### config.mk
export PLATFORM = sky130hd
export DESIGN_NAME = clkgate_top
export DESIGN_NICKNAME = d
export VERILOG_FILES = /design/src/rtl/clkgate_pkg.sv /design/src/rtl/clkgate_sync.sv /design/src/rtl/clkgate_fsm.sv /design/src/rtl/clkgate_cell.sv /design/src/rtl/clkgate_top.sv
export SDC_FILE = /design/constraint.sdc
export NUM_CORES = 1
export LEC_CHECK = 0
export BUFFER_PORTS_ARGS = -buffer_cell sky130_fd_sc_hd__clkbuf_2
export CAP_MARGIN = 20
export CORE_AREA = 5 5 42 44
export CTS_CLUSTER_SIZE = 25
export DETAILED_ROUTE_END_ITERATION = 8
export DIE_AREA = 0 0 47 49
export PLACE_DENSITY_LB_ADDON = 0.12
export SLEW_MARGIN = 0
export SYNTH_ARGS = -nofsm -noshare
export SYNTH_HDL_FRONTEND = slang
export SYNTH_SLANG_ARGS = --single-unit
### constraint.sdc
create_clock -name clk_src -period 1.2 [get_ports clk_src]
set_input_delay 0.18 -clock clk_src [delete_from_list [all_inputs] [get_ports clk_src]]
set_output_delay 0.18 -clock clk_src [all_outputs]
set_load 0.01 [all_outputs]
### src/rtl/clkgate_pkg.sv
package clkgate_pkg;

    // Number of falling-edge flops between the raw enable and the controller
    parameter int unsigned SYNC_DEPTH_DEF = 2;

    typedef enum logic [1:0] {
        GS_HOLD = 2'd0,
        GS_OFF  = 2'd1,
        GS_ON   = 2'd2
    } gate_state_e;

endpackage

### src/rtl/clkgate_sync.sv
module clkgate_sync #(
    parameter int unsigned STAGES = 2
) (
    input  logic clk,
    input  logic rst_n,
    input  logic d_async,
    output logic q_sync,
    output logic filled
);
    localparam int unsigned LAST = STAGES - 1;

    logic [STAGES-1:0] chain;
    logic [STAGES-1:0] fill;

    // Sampled on the falling edge so results land while the source is low
    always_ff @(negedge clk or negedge rst_n) begin
        if (!rst_n) begin
            chain <= '0;
            fill  <= '0;
        end else begin
            chain[0] <= d_async;
            fill[0]  <= 1'b1;
            for (int i = 1; i < STAGES; i++) begin
                chain[i] <= chain[i-1];
                fill[i]  <= fill[i-1];
            end
        end
    end

    assign q_sync = chain[LAST];
    assign filled = fill[LAST];
endmodule

### src/rtl/clkgate_fsm.sv
module clkgate_fsm
    import clkgate_pkg::*;
(
    input  logic clk,
    input  logic rst_n,
    input  logic en_s,
    input  logic sync_vld,
    output logic gate_q
);
    gate_state_e state_q, state_d;
    logic        gate_d;

    // State register and registered gate, both on the falling edge
    always_ff @(negedge clk or negedge rst_n) begin
        if (!rst_n) begin
            state_q <= GS_HOLD;
            gate_q  <= 1'b0;
        end else begin
            state_q <= state_d;
            gate_q  <= gate_d;
        end
    end

    // Next-state and output decode
    always_comb begin
        state_d = state_q;
        unique case (state_q)
            GS_HOLD: begin
                if (sync_vld) state_d = en_s ? GS_ON : GS_OFF; // HOLD_TO_ON / HOLD_TO_OFF
            end
            GS_OFF: begin
                if (en_s) state_d = GS_ON;                     // OFF_TO_ON
            end
            GS_ON: begin
                if (!en_s) state_d = GS_OFF;                   // ON_TO_OFF
            end
            default: state_d = GS_HOLD;
        endcase
        gate_d = (state_d == GS_ON);
    end
endmodule

### src/rtl/clkgate_cell.sv
module clkgate_cell (
    input  logic clk_in,
    input  logic gate,
    output logic clk_out
);
    // gate only moves while clk_in is low, so the product has no runts
    assign clk_out = clk_in & gate;
endmodule

### src/rtl/clkgate_top.sv
module clkgate_top
    import clkgate_pkg::*;
#(
    parameter int unsigned SYNC_STAGES = SYNC_DEPTH_DEF
) (
    input  logic clk_src,
    input  logic rst_n,
    input  logic en_pin,
    input  logic en_reg,
    output logic clk_out,
    output logic running
);
    logic en_raw;
    logic en_s;
    logic sync_vld;
    logic gate_q;

    assign en_raw = en_pin & en_reg;

    clkgate_sync #(.STAGES(SYNC_STAGES)) u_sync (
        .clk     (clk_src),
        .rst_n   (rst_n),
        .d_async (en_raw),
        .q_sync  (en_s),
        .filled  (sync_vld)
    );

    clkgate_fsm u_fsm (
        .clk      (clk_src),
        .rst_n    (rst_n),
        .en_s     (en_s),
        .sync_vld (sync_vld),
        .gate_q   (gate_q)
    );

    clkgate_cell u_cell (
        .clk_in  (clk_src),
        .gate    (gate_q),
        .clk_out (clk_out)
    );

    assign running = gate_q;
endmodule

======== Word-level counts from Yosys, hierarchy flattened ========
Cells that the tools add are included.
word-level totals
  input bits .............................. 4
  memories kept ........................... 0
  logic and storage cells ................. 15
  output and inout port bits .............. 2
  bits in registers ....................... 7
  latch bits .............................. 0
  RAM bits ................................ 0
  bits in read-only memories .............. 0
cells by class
  magnitude comparators ................... 0
  divide/modulo/power cells ............... 0
  add/subtract/negate cells ............... 0
  shift-type cells ........................ 0
  reduce and logical (&&, ||, !) cells .... 1
  bitwise logic cells ..................... 2
  muxes and demuxes ....................... 5
  eq/ne operators ......................... 3
  $mul .................................... 0
operators by type and width
  cell                number
  $mux 2              4
  $pmux 2 s3          1
  $eq 2x2->1 const B  2
  $and 1x1->1         2
  $eq 2x1->1 const B  1
  $logic_not 2->1     1

======== Longest topological paths before layout ========
Gate-level depths: netlist (run 1).
  word-level depth ........................ 4
  mapped depth ............................ 2
  mapped depth without buffers ............ 2

======== By module ========
Synthesis (run 1) repeated with hierarchy kept, for this count alone.
second synthesis, totals
  cell total of the unflattened synthesis .. 15
  area total of the unflattened synthesis .. 227.7 µm²
by module, submodules not included
  module        seq. area each (µm²)  cells each  times used  area an instance (µm²)
  clkgate_fsm   75.1                  8           1           111.4
  clkgate_sync  100.1                 5           1           103.8
  clkgate_cell  0.0                   1           1           6.3
  clkgate_top   0.0                   1           1           6.3

==> results.yml, run 1 <==
finish:
  regArea_um2: 175
  final_util_pct: 23.8
  fillerInstances: 156
  final_common_cell: "dfrtn_1"
  diodes: 0
  layout-drive-gt1-share_pct: 48.1
  layout_common_cells: "dfrtn_1, clkbuf_4, a211oi_1, clkbuf_2"
  fin_nets: 32
  area_delta_synth_final_pct: 46.7
  multi_input_area_um2: 51.3
  final_cell_area_um2: 334
route:
  drt_iter0_drc: 2
  dr.pass1.iters: 3
  wl_per_cell_um: 9.16
  wirelength_um: 394
  drtAntennaViolNets: 0
  drc_errors: 0
  avgViaCountPerCell: 3.56
  vias: 153
sta:
  finClkSkew_ps: 4.59
  drv_slew: 0
  rsz0062_at_grt: "yes"
  setup_viol: 3
  fin_ws_ps: -581
  holdWs_ps: 119
  final_hold_viol_count: 0
power:
  vdd_drop_max_v: 0.00101
  power.density_nw_per_um2: 2040
  cellLeakagePower_uw: 0.000160
worst_setup_path:
  critical_path_arrival_ps: 1600
  cp_max_fo: 2
  crit_type: "reg -> out"
  worst_ep_required_time_ps: 1020
  cp-start-kind: "flip-flop"
  endpoint_kind: "output pin"
global_routing:
  grt_remaining_overflow: 0
  grt_usage_pct: 5.39
  grt_pass1_vias: 178
  antenna_found_initial: 0
  grt_max_degree: 8
  grt_first_pass_wirelength_um: 641
floorplanning:
  row_count: 14
  core_um2: 1400
  dieArea_um2: 2300
  num_io_pins: 6
  start_util_pct: 16.2
  die_y_um: 49
  die_w_um: 47
clock_tree:
  clkTransAtPathRegs_ps: 40
  cts_tree: "yes"
  ctsHoldBuffers: 0
  postCtsSetupRepairBufs: 0
  insertion_delay_ps: 370
synthesis:
  syn_area_um2: 228
  synth_fp_nets: 19
  ys_seq_area_share_pct: 76.9
  ys_ff_latch: 7
  syn_area_per_cell_um2: 15.2
  yosysUniqueCellTypes: 6
  synthCells: 15
  yosysWarningCount: 0
place:
  port_buffers: 5
  placed_area_um2: 275
  dpl.hpwl_um: 258
  gp_congestion: 0.635
run_status:
  status: "complete, but fails checks"
  violations: "negative setup slack"
worst_hold_path:
  hold_class: "in -> async"
job:
  maxCapViolations: 0
cell families after synthesis:
| family | Yosys count | synth area share [%] |
|---|---|---|
| flops | 7 | 76.9 |
| buf+inv | 1 | 1.65 |
| other cells | 1 | 1.65 |
| compound gates | 3 | 9.89 |
| simple gates | 3 | 9.89 |
final timing paths:
check / end / cells past startpoint / start / slack, ps
min in group clk_src: u_sync.chain[1]$_DFF_NN0_ / 0 / u_sync.chain[0]$_DFF_NN0_ / 300
max reg2reg: u_fsm.gate_q$_DFF_NN0_ / 2 / u_fsm.state_q[0]$_DFF_NN0_ / 330
max in group asynchronous: u_sync.chain[1]$_DFF_NN0_ / 1 / rst_n / 880
max: clk_out / 2 / u_fsm.gate_q$_DFF_NN0_ / -580
min: u_fsm.state_q[0]$_DFF_NN0_ / 1 / rst_n / 120
min reg2reg: u_sync.chain[1]$_DFF_NN0_ / 0 / u_sync.chain[0]$_DFF_NN0_ / 300
routing by layer:
metal  vias up  wire [um]  share of wire (%)  global-route usage [%]
met5         -          0                  0                       0
met3         0         54                 14                    10.3
met4         0          0                  0                    6.45
met2        10        165                 42                    3.85
li1         74          -                  -                       -
met1        69        174                 44                    3.81
sequential cells by signal, indices dropped and copies added (netlist names):
register	cells
u_sync.fill	2
u_fsm.state_q	2
u_fsm.gate_q	1
u_sync.chain	2
metrics by stage:
stage	std cells	setup TNS (ps)	total power, uW	setup slack, ps
final	43	-1060	682	-581
after detailed placement	36	-294	318	-200
after global routing	43	-1110	722	-608
after floorplan	15	-180	297	-174
after CTS	43	-1110	698	-612
after global placement	36	-290	318	-197
cells in the mapped netlist:
| cell | instances | area share (%) |
|---|---|---|
| dfrtn_1 | 7 | 77 |
| nor3_2 | 1 | 4.4 |
| and2_1 | 2 | 5.5 |
| conb_1 | 1 | 1.6 |
| a211oi_1 | 3 | 9.9 |
| inv_1 | 1 | 1.6 |
what timing repair did:
item / CTS / global route
resized for setup: 1 / 2
endpoints found under the hold margin: 0 / 0
pin swaps: 0 / 1
endpoints found under the setup margin: 3 / 3
report_power, final:
part           switching (uW)  leakage (uW)  internal, uW  total [uW]
logic                    12.8     0.0000324          11.9        24.7
registers                12.2     0.0000869           255         267
clock network             125     0.0000405           265         390
critical path, stage by stage, from the launching register on:
cell and delay (ps):
dfrtn_1 390, and2_4 140, buf_8 90
area by class of cell:
class / instances / area share [%]
Sequential cell: 7 / 52.4
Clock buffer: 8 / 19.1
Multi-Input combinational cell: 7 / 15.4
Timing Repair Buffer: 4 / 5.99
Tap cell: 16 / 5.99
Inverter: 1 / 1.12
Note: power is estimated with default switching activity, not from simulation.
==> run 2: changes to the inputs <==
--- a/config.mk
+++ b/config.mk
@@ -15,4 +15,5 @@
 export SLEW_MARGIN = 0
 export SYNTH_ARGS = -nofsm -noshare
 export SYNTH_HDL_FRONTEND = slang
+export SYNTH_HIERARCHICAL = 1
 export SYNTH_SLANG_ARGS = --single-unit
==> results.yml, run 2 <==
worst_setup_path:
  crit_type: "reg -> out"
  rr_endpoint: "u_fsm/state_q[1]$_DFF_NN0_"
  timing.rr.start: "u_fsm/state_q[1]$_DFF_NN0_"
  ff2ff_path_depth: 2
  crit_chain: "and2_4 > buf_6"
  slowest_stage: "dfrtn_1"
  cp-start-kind: "flip-flop"
  endpoint_kind: "output pin"
  worst_ep_required_time_ps: 1020
  critical_path_arrival_ps: 1600
  critPathMaxStageDelay_ps: 400
  cp_max_fo: 2
  r2r_setup_slack_ps: 140
finish:
  final_util_pct: 24.6
  layout-drive-gt1-share_pct: 53.6
  fin_nets: 33
  largestRegisters: "u_fsm/state_q x2, u_sync/chain x2, u_sync/fill x2"
  area_delta_synth_final_pct: 51.6
  final_common_cell: "dfrtn_1"
  diodes: 0
  final_cell_area_um2: 345
  layout_common_cells: "dfrtn_1, clkbuf_4, clkbuf_2"
sta:
  setup_viol: 3
  fin_ws_ps: -577
  final_hold_viol_count: 0
  fin_tns_setup_ps: -1130
  rsz0062_at_grt: "yes"
  drv_slew: 0
  finClkSkew_ps: 6.37
worst_hold_path:
  hold_class: "in -> async"
clock_tree:
  clkTransAtPathRegs_ps: 40
  insertion_delay_ps: 370
  cts_tree: "yes"
  ctsHoldBuffers: 0
global_routing:
  grt_max_degree: 8
  grt_remaining_overflow: 0
  grt_pass1_vias: 207
  grt_usage_pct: 5.46
  antenna_found_initial: 0
  grt_first_pass_wirelength_um: 662
floorplanning:
  dieArea_um2: 2300
  row_count: 14
  num_io_pins: 6
  die_w_um: 47
  die_y_um: 49
  start_util_pct: 16.2
  core_um2: 1400
job:
  maxCapViolations: 0
synthesis:
  synth_edf_count: 0
  ys_ff_latch: 7
  synthTopCellsByCount: "dfrtn_1, and2_1, and3_1"
  ys_seq_area_share_pct: 76.9
  syn_area_um2: 228
  synthTopCellsByArea: "dfrtn_1, and2_1, and3_1, or3_4, and3b_1"
  yosysTopAreaCellShare_pct: 76.9
  synth_flop_cell: "dfrtn_1"
  yosysTopAreaCell: "dfrtn_1"
  yosysUniqueCellTypes: 7
  postSynth.asyncResetShare_pct: 100
  synth_fp_nets: 19
  synth_most_common_cell: "dfrtn_1"
  syn_area_per_cell_um2: 15.2
  synthCells: 15
  yosysWarningCount: 6
run_status:
  violations: "negative setup slack"
  status: "complete, but fails checks"
route:
  dr.pass1.iters: 1
  drtAntennaViolNets: 0
  vias: 148
  drc_errors: 0
  wl_per_cell_um: 8.30
  avgViaCountPerCell: 3.36
  drt_iter0_drc: 0
  wirelength_um: 365
place:
  dpl.hpwl_um: 256
  port_buffers: 5
  placed_area_um2: 275
  gp_congestion: 0.593
power:
  power.density_nw_per_um2: 1940
  vdd_drop_max_v: 0.000563
  cellLeakagePower_uw: 0.000178
run 2: cell types whose count changed in the layout (fill, tap and decap cells not counted), sizes merged:
cell    change
inv         -1
and3b       +1
a211oi      -3
nor3        -1
nand2       +1
or3         +1
and3        +2
clkbuf      -1
clkinv      +1
buf         +1
run 2: worst max path at each step:
stage	depth (start not counted)	end	startpoint
2_1_floorplan	1	clk_out	u_fsm/gate_q$_DFF_NN0_
3_3_place_gp	2	clk_out	u_fsm/gate_q$_DFF_NN0_
3_5_place_dp	2	clk_out	u_fsm/gate_q$_DFF_NN0_
4_1_cts	2	clk_out	u_fsm/gate_q$_DFF_NN0_
5_1_grt	2	clk_out	u_fsm/gate_q$_DFF_NN0_
6_report	2	clk_out	u_fsm/gate_q$_DFF_NN0_
run 2: layout make-up:
class	instances	area, um^2
Fill cell	160	1060
Sequential cell	7	175
Clock buffer	7	56.3
Timing Repair Buffer	5	33.8
Tap cell	16	20.0
Clock inverter	1	5.00
Multi-Input combinational cell	8	55.1
run 2: report_power, final:
| part | internal (uW) | leakage, uW | total [uW] | switching [uW] |
|---|---|---|---|---|
| registers | 255 | 0.0000869 | 262 | 7.07 |
| clock network | 254 | 0.0000421 | 373 | 119 |
| logic | 20.5 | 0.0000493 | 34.1 | 13.6 |
| total | 529 | 0.000178 | 669 | 140 |
run 2: logic make-up after synthesis:
kind of cell	Yosys count	synth area share, %
other	1	1.65
AND/OR/NAND/NOR	7	21.4
flip-flops	7	76.9
run 2: critical path: cells and delay by family, from the launching register on:
kind	cells	cell delay [ps]
buffers and inverters	1	90
flip-flops	1	400
AND/OR/NAND/NOR	1	140
run 2: through the flow:
stage | std cells | setup WS, ps | power (uW) | hold slack [ps]
floorplan | 15 | -174 | 295 | 292
global placement | 36 | -197 | 314 | 295
detailed placement | 36 | -206 | 316 | 302
CTS | 44 | -618 | 685 | 114
global route | 44 | -633 | 721 | 113
finish | 44 | -577 | 669 | 120
run 2: metal layers:
layer  track usage, %  vias to the layer above  share of wire [%]
met5                0                        -                  0
met4             7.83                        0                  0
met1             2.47                       70                 39
met3             9.23                        0                9.3
li1                 -                       73                  -
met2             5.43                        5                 51
run 2: timing repair:
action | in CTS | in global routing
endpoints found under the setup margin | 3 | 3
gates cloned | 0 | 0
buffers inserted | 1 | 0
gates resized for setup | 2 | 2
pin swaps | 1 | 1
==> run 3: changes to the inputs <==
--- a/config.mk
+++ b/config.mk
@@ -12,6 +12,7 @@
 export DETAILED_ROUTE_END_ITERATION = 8
 export DIE_AREA = 0 0 47 49
 export PLACE_DENSITY_LB_ADDON = 0.12
+export REMOVE_ABC_BUFFERS = 1
 export SLEW_MARGIN = 0
 export SYNTH_ARGS = -nofsm -noshare
 export SYNTH_HDL_FRONTEND = slang
==> constraint.sdc (replaced) <==
create_clock -name clk_src -period 2.2 [get_ports clk_src]
set_input_delay 0.33 -clock clk_src [delete_from_list [all_inputs] [get_ports clk_src]]
set_output_delay 0.33 -clock clk_src [all_outputs]
set_load 0.01 [all_outputs]
==> results.yml, run 3 (synthesized netlist as in run 2, its figures left out) <==
route:
  wl_per_cell_um: 9.02
  drt_iter0_drc: 9
  dr.pass1.iters: 4
  avgViaCountPerCell: 3.57
  drtAntennaViolNets: 0
  vias: 157
  drc_errors: 0
  wirelength_um: 397
sta:
  finClkSkew_ps: 1.43
  rsz0062_at_grt: "yes"
  setup_viol: 3
  fin_tns_setup_ps: -443
  final_hold_viol_count: 0
  fin_ws_ps: -246
  drv_slew: 0
floorplanning:
  start_util_pct: 16.2
  num_io_pins: 6
  die_w_um: 47
  row_count: 14
  core_um2: 1400
  dieArea_um2: 2300
  die_y_um: 49
place:
  gp_congestion: 0.632
  dpl.hpwl_um: 252
  port_buffers: 5
  dp_slack_ps: 155
  dp_cells: 36
  placed_area_um2: 273
clock_tree:
  cts_tree: "yes"
  insertion_delay_ps: 370
  clkTransAtPathRegs_ps: 40
finish:
  final_common_cell: "dfrtn_1"
  layout-drive-gt1-share_pct: 46.4
  fin_cells: 44
  final_util_pct: 23.9
  fin_nets: 33
  layout_common_cells: "dfrtn_1, clkbuf_4, clkbuf_2"
  area_delta_synth_final_pct: 47.3
  largestRegisters: "u_fsm/state_q x2, u_sync/chain x2, u_sync/fill x2"
  diodes: 0
  final_cell_area_um2: 335
global_routing:
  grt_max_degree: 8
  grt_usage_pct: 4.18
  grt_pass1_vias: 191
  grt_first_pass_wirelength_um: 572
  grt_remaining_overflow: 0
  antenna_found_initial: 0
worst_hold_path:
  hold_class: "reg -> reg"
  hp-start: "u_sync/fill[0]$_DFF_NN0_"
worst_setup_path:
  crit_path_start: "u_fsm/gate_q$_DFF_NN0_"
  critical_path_arrival_ps: 2120
  cp_max_fo: 2
  cp-start-kind: "flip-flop"
  endpoint_kind: "output pin"
  worst_ep_required_time_ps: 1870
  crit_type: "reg -> out"
  timing.rr.start: "u_fsm/state_q[1]$_DFF_NN0_"
run_status:
  status: "complete, but fails checks"
  violations: "negative setup slack"
power:
  vdd_drop_max_v: 0.000411
  power.density_nw_per_um2: 1070
  cellLeakagePower_uw: 0.000173
job:
  maxCapViolations: 0
## run 3: worst paths after layout
path                       cells past startpoint                         end  slack, ps
max                                            2                     clk_out       -250
min                                            0    u_sync/fill[1]$_DFF_NN0_        300
max reg2reg                                    2  u_fsm/state_q[0]$_DFF_NN0_       1140
min reg2reg                                    0    u_sync/fill[1]$_DFF_NN0_        300
max in group asynchronous                      1   u_sync/chain[0]$_DFF_NN0_       1230
min in group asynchronous                      1  u_fsm/state_q[0]$_DFF_NN0_        770
## run 3: final cells by class
type | instances | area [um^2]
Tap cell | 16 | 20.0
Multi-Input combinational cell | 8 | 52.6
Sequential cell | 7 | 175
Clock buffer | 8 | 53.8
Fill cell | 154 | 1070
Timing Repair Buffer | 5 | 33.8
## run 3: report_power, final
| group | internal, uW | switching, uW |
|---|---|---|
| logic | 11.2 | 7.89 |
| clock network | 134 | 64.4 |
| registers | 139 | 3.65 |
| total | 284 | 76.0 |
## run 3: routing by layer
layer / part of all wire [%] / vias up / GRT usage, %
li1: - / 73 / -
met2: 47 / 7 / 4.52
met5: 0 / - / 0
met1: 43 / 77 / 2.70
met3: 9.8 / 0 / 9.23
met4: 0 / 0 / 0.922
## run 3: critical path, stage by stage (launching register included)
cell	delay (ps)
dfrtn_1	400
and2_1	120
buf_2	120
## run 3: stage by stage
step / total power [uW] / hold slack (ps)
2_1_floorplan: 158 / 292
3_5_place_dp: 169 / 299
4_1_cts: 370 / 298
5_1_grt: 382 / 301
6_report: 360 / 296
3_3_place_gp: 169 / 295
## run 3: what timing repair did
action,CTS,global route
endpoints found under the setup margin,3,3
buffers inserted,1,0
endpoints found under the hold margin,0,0
resized for setup,2,1
hold buffers,0,0
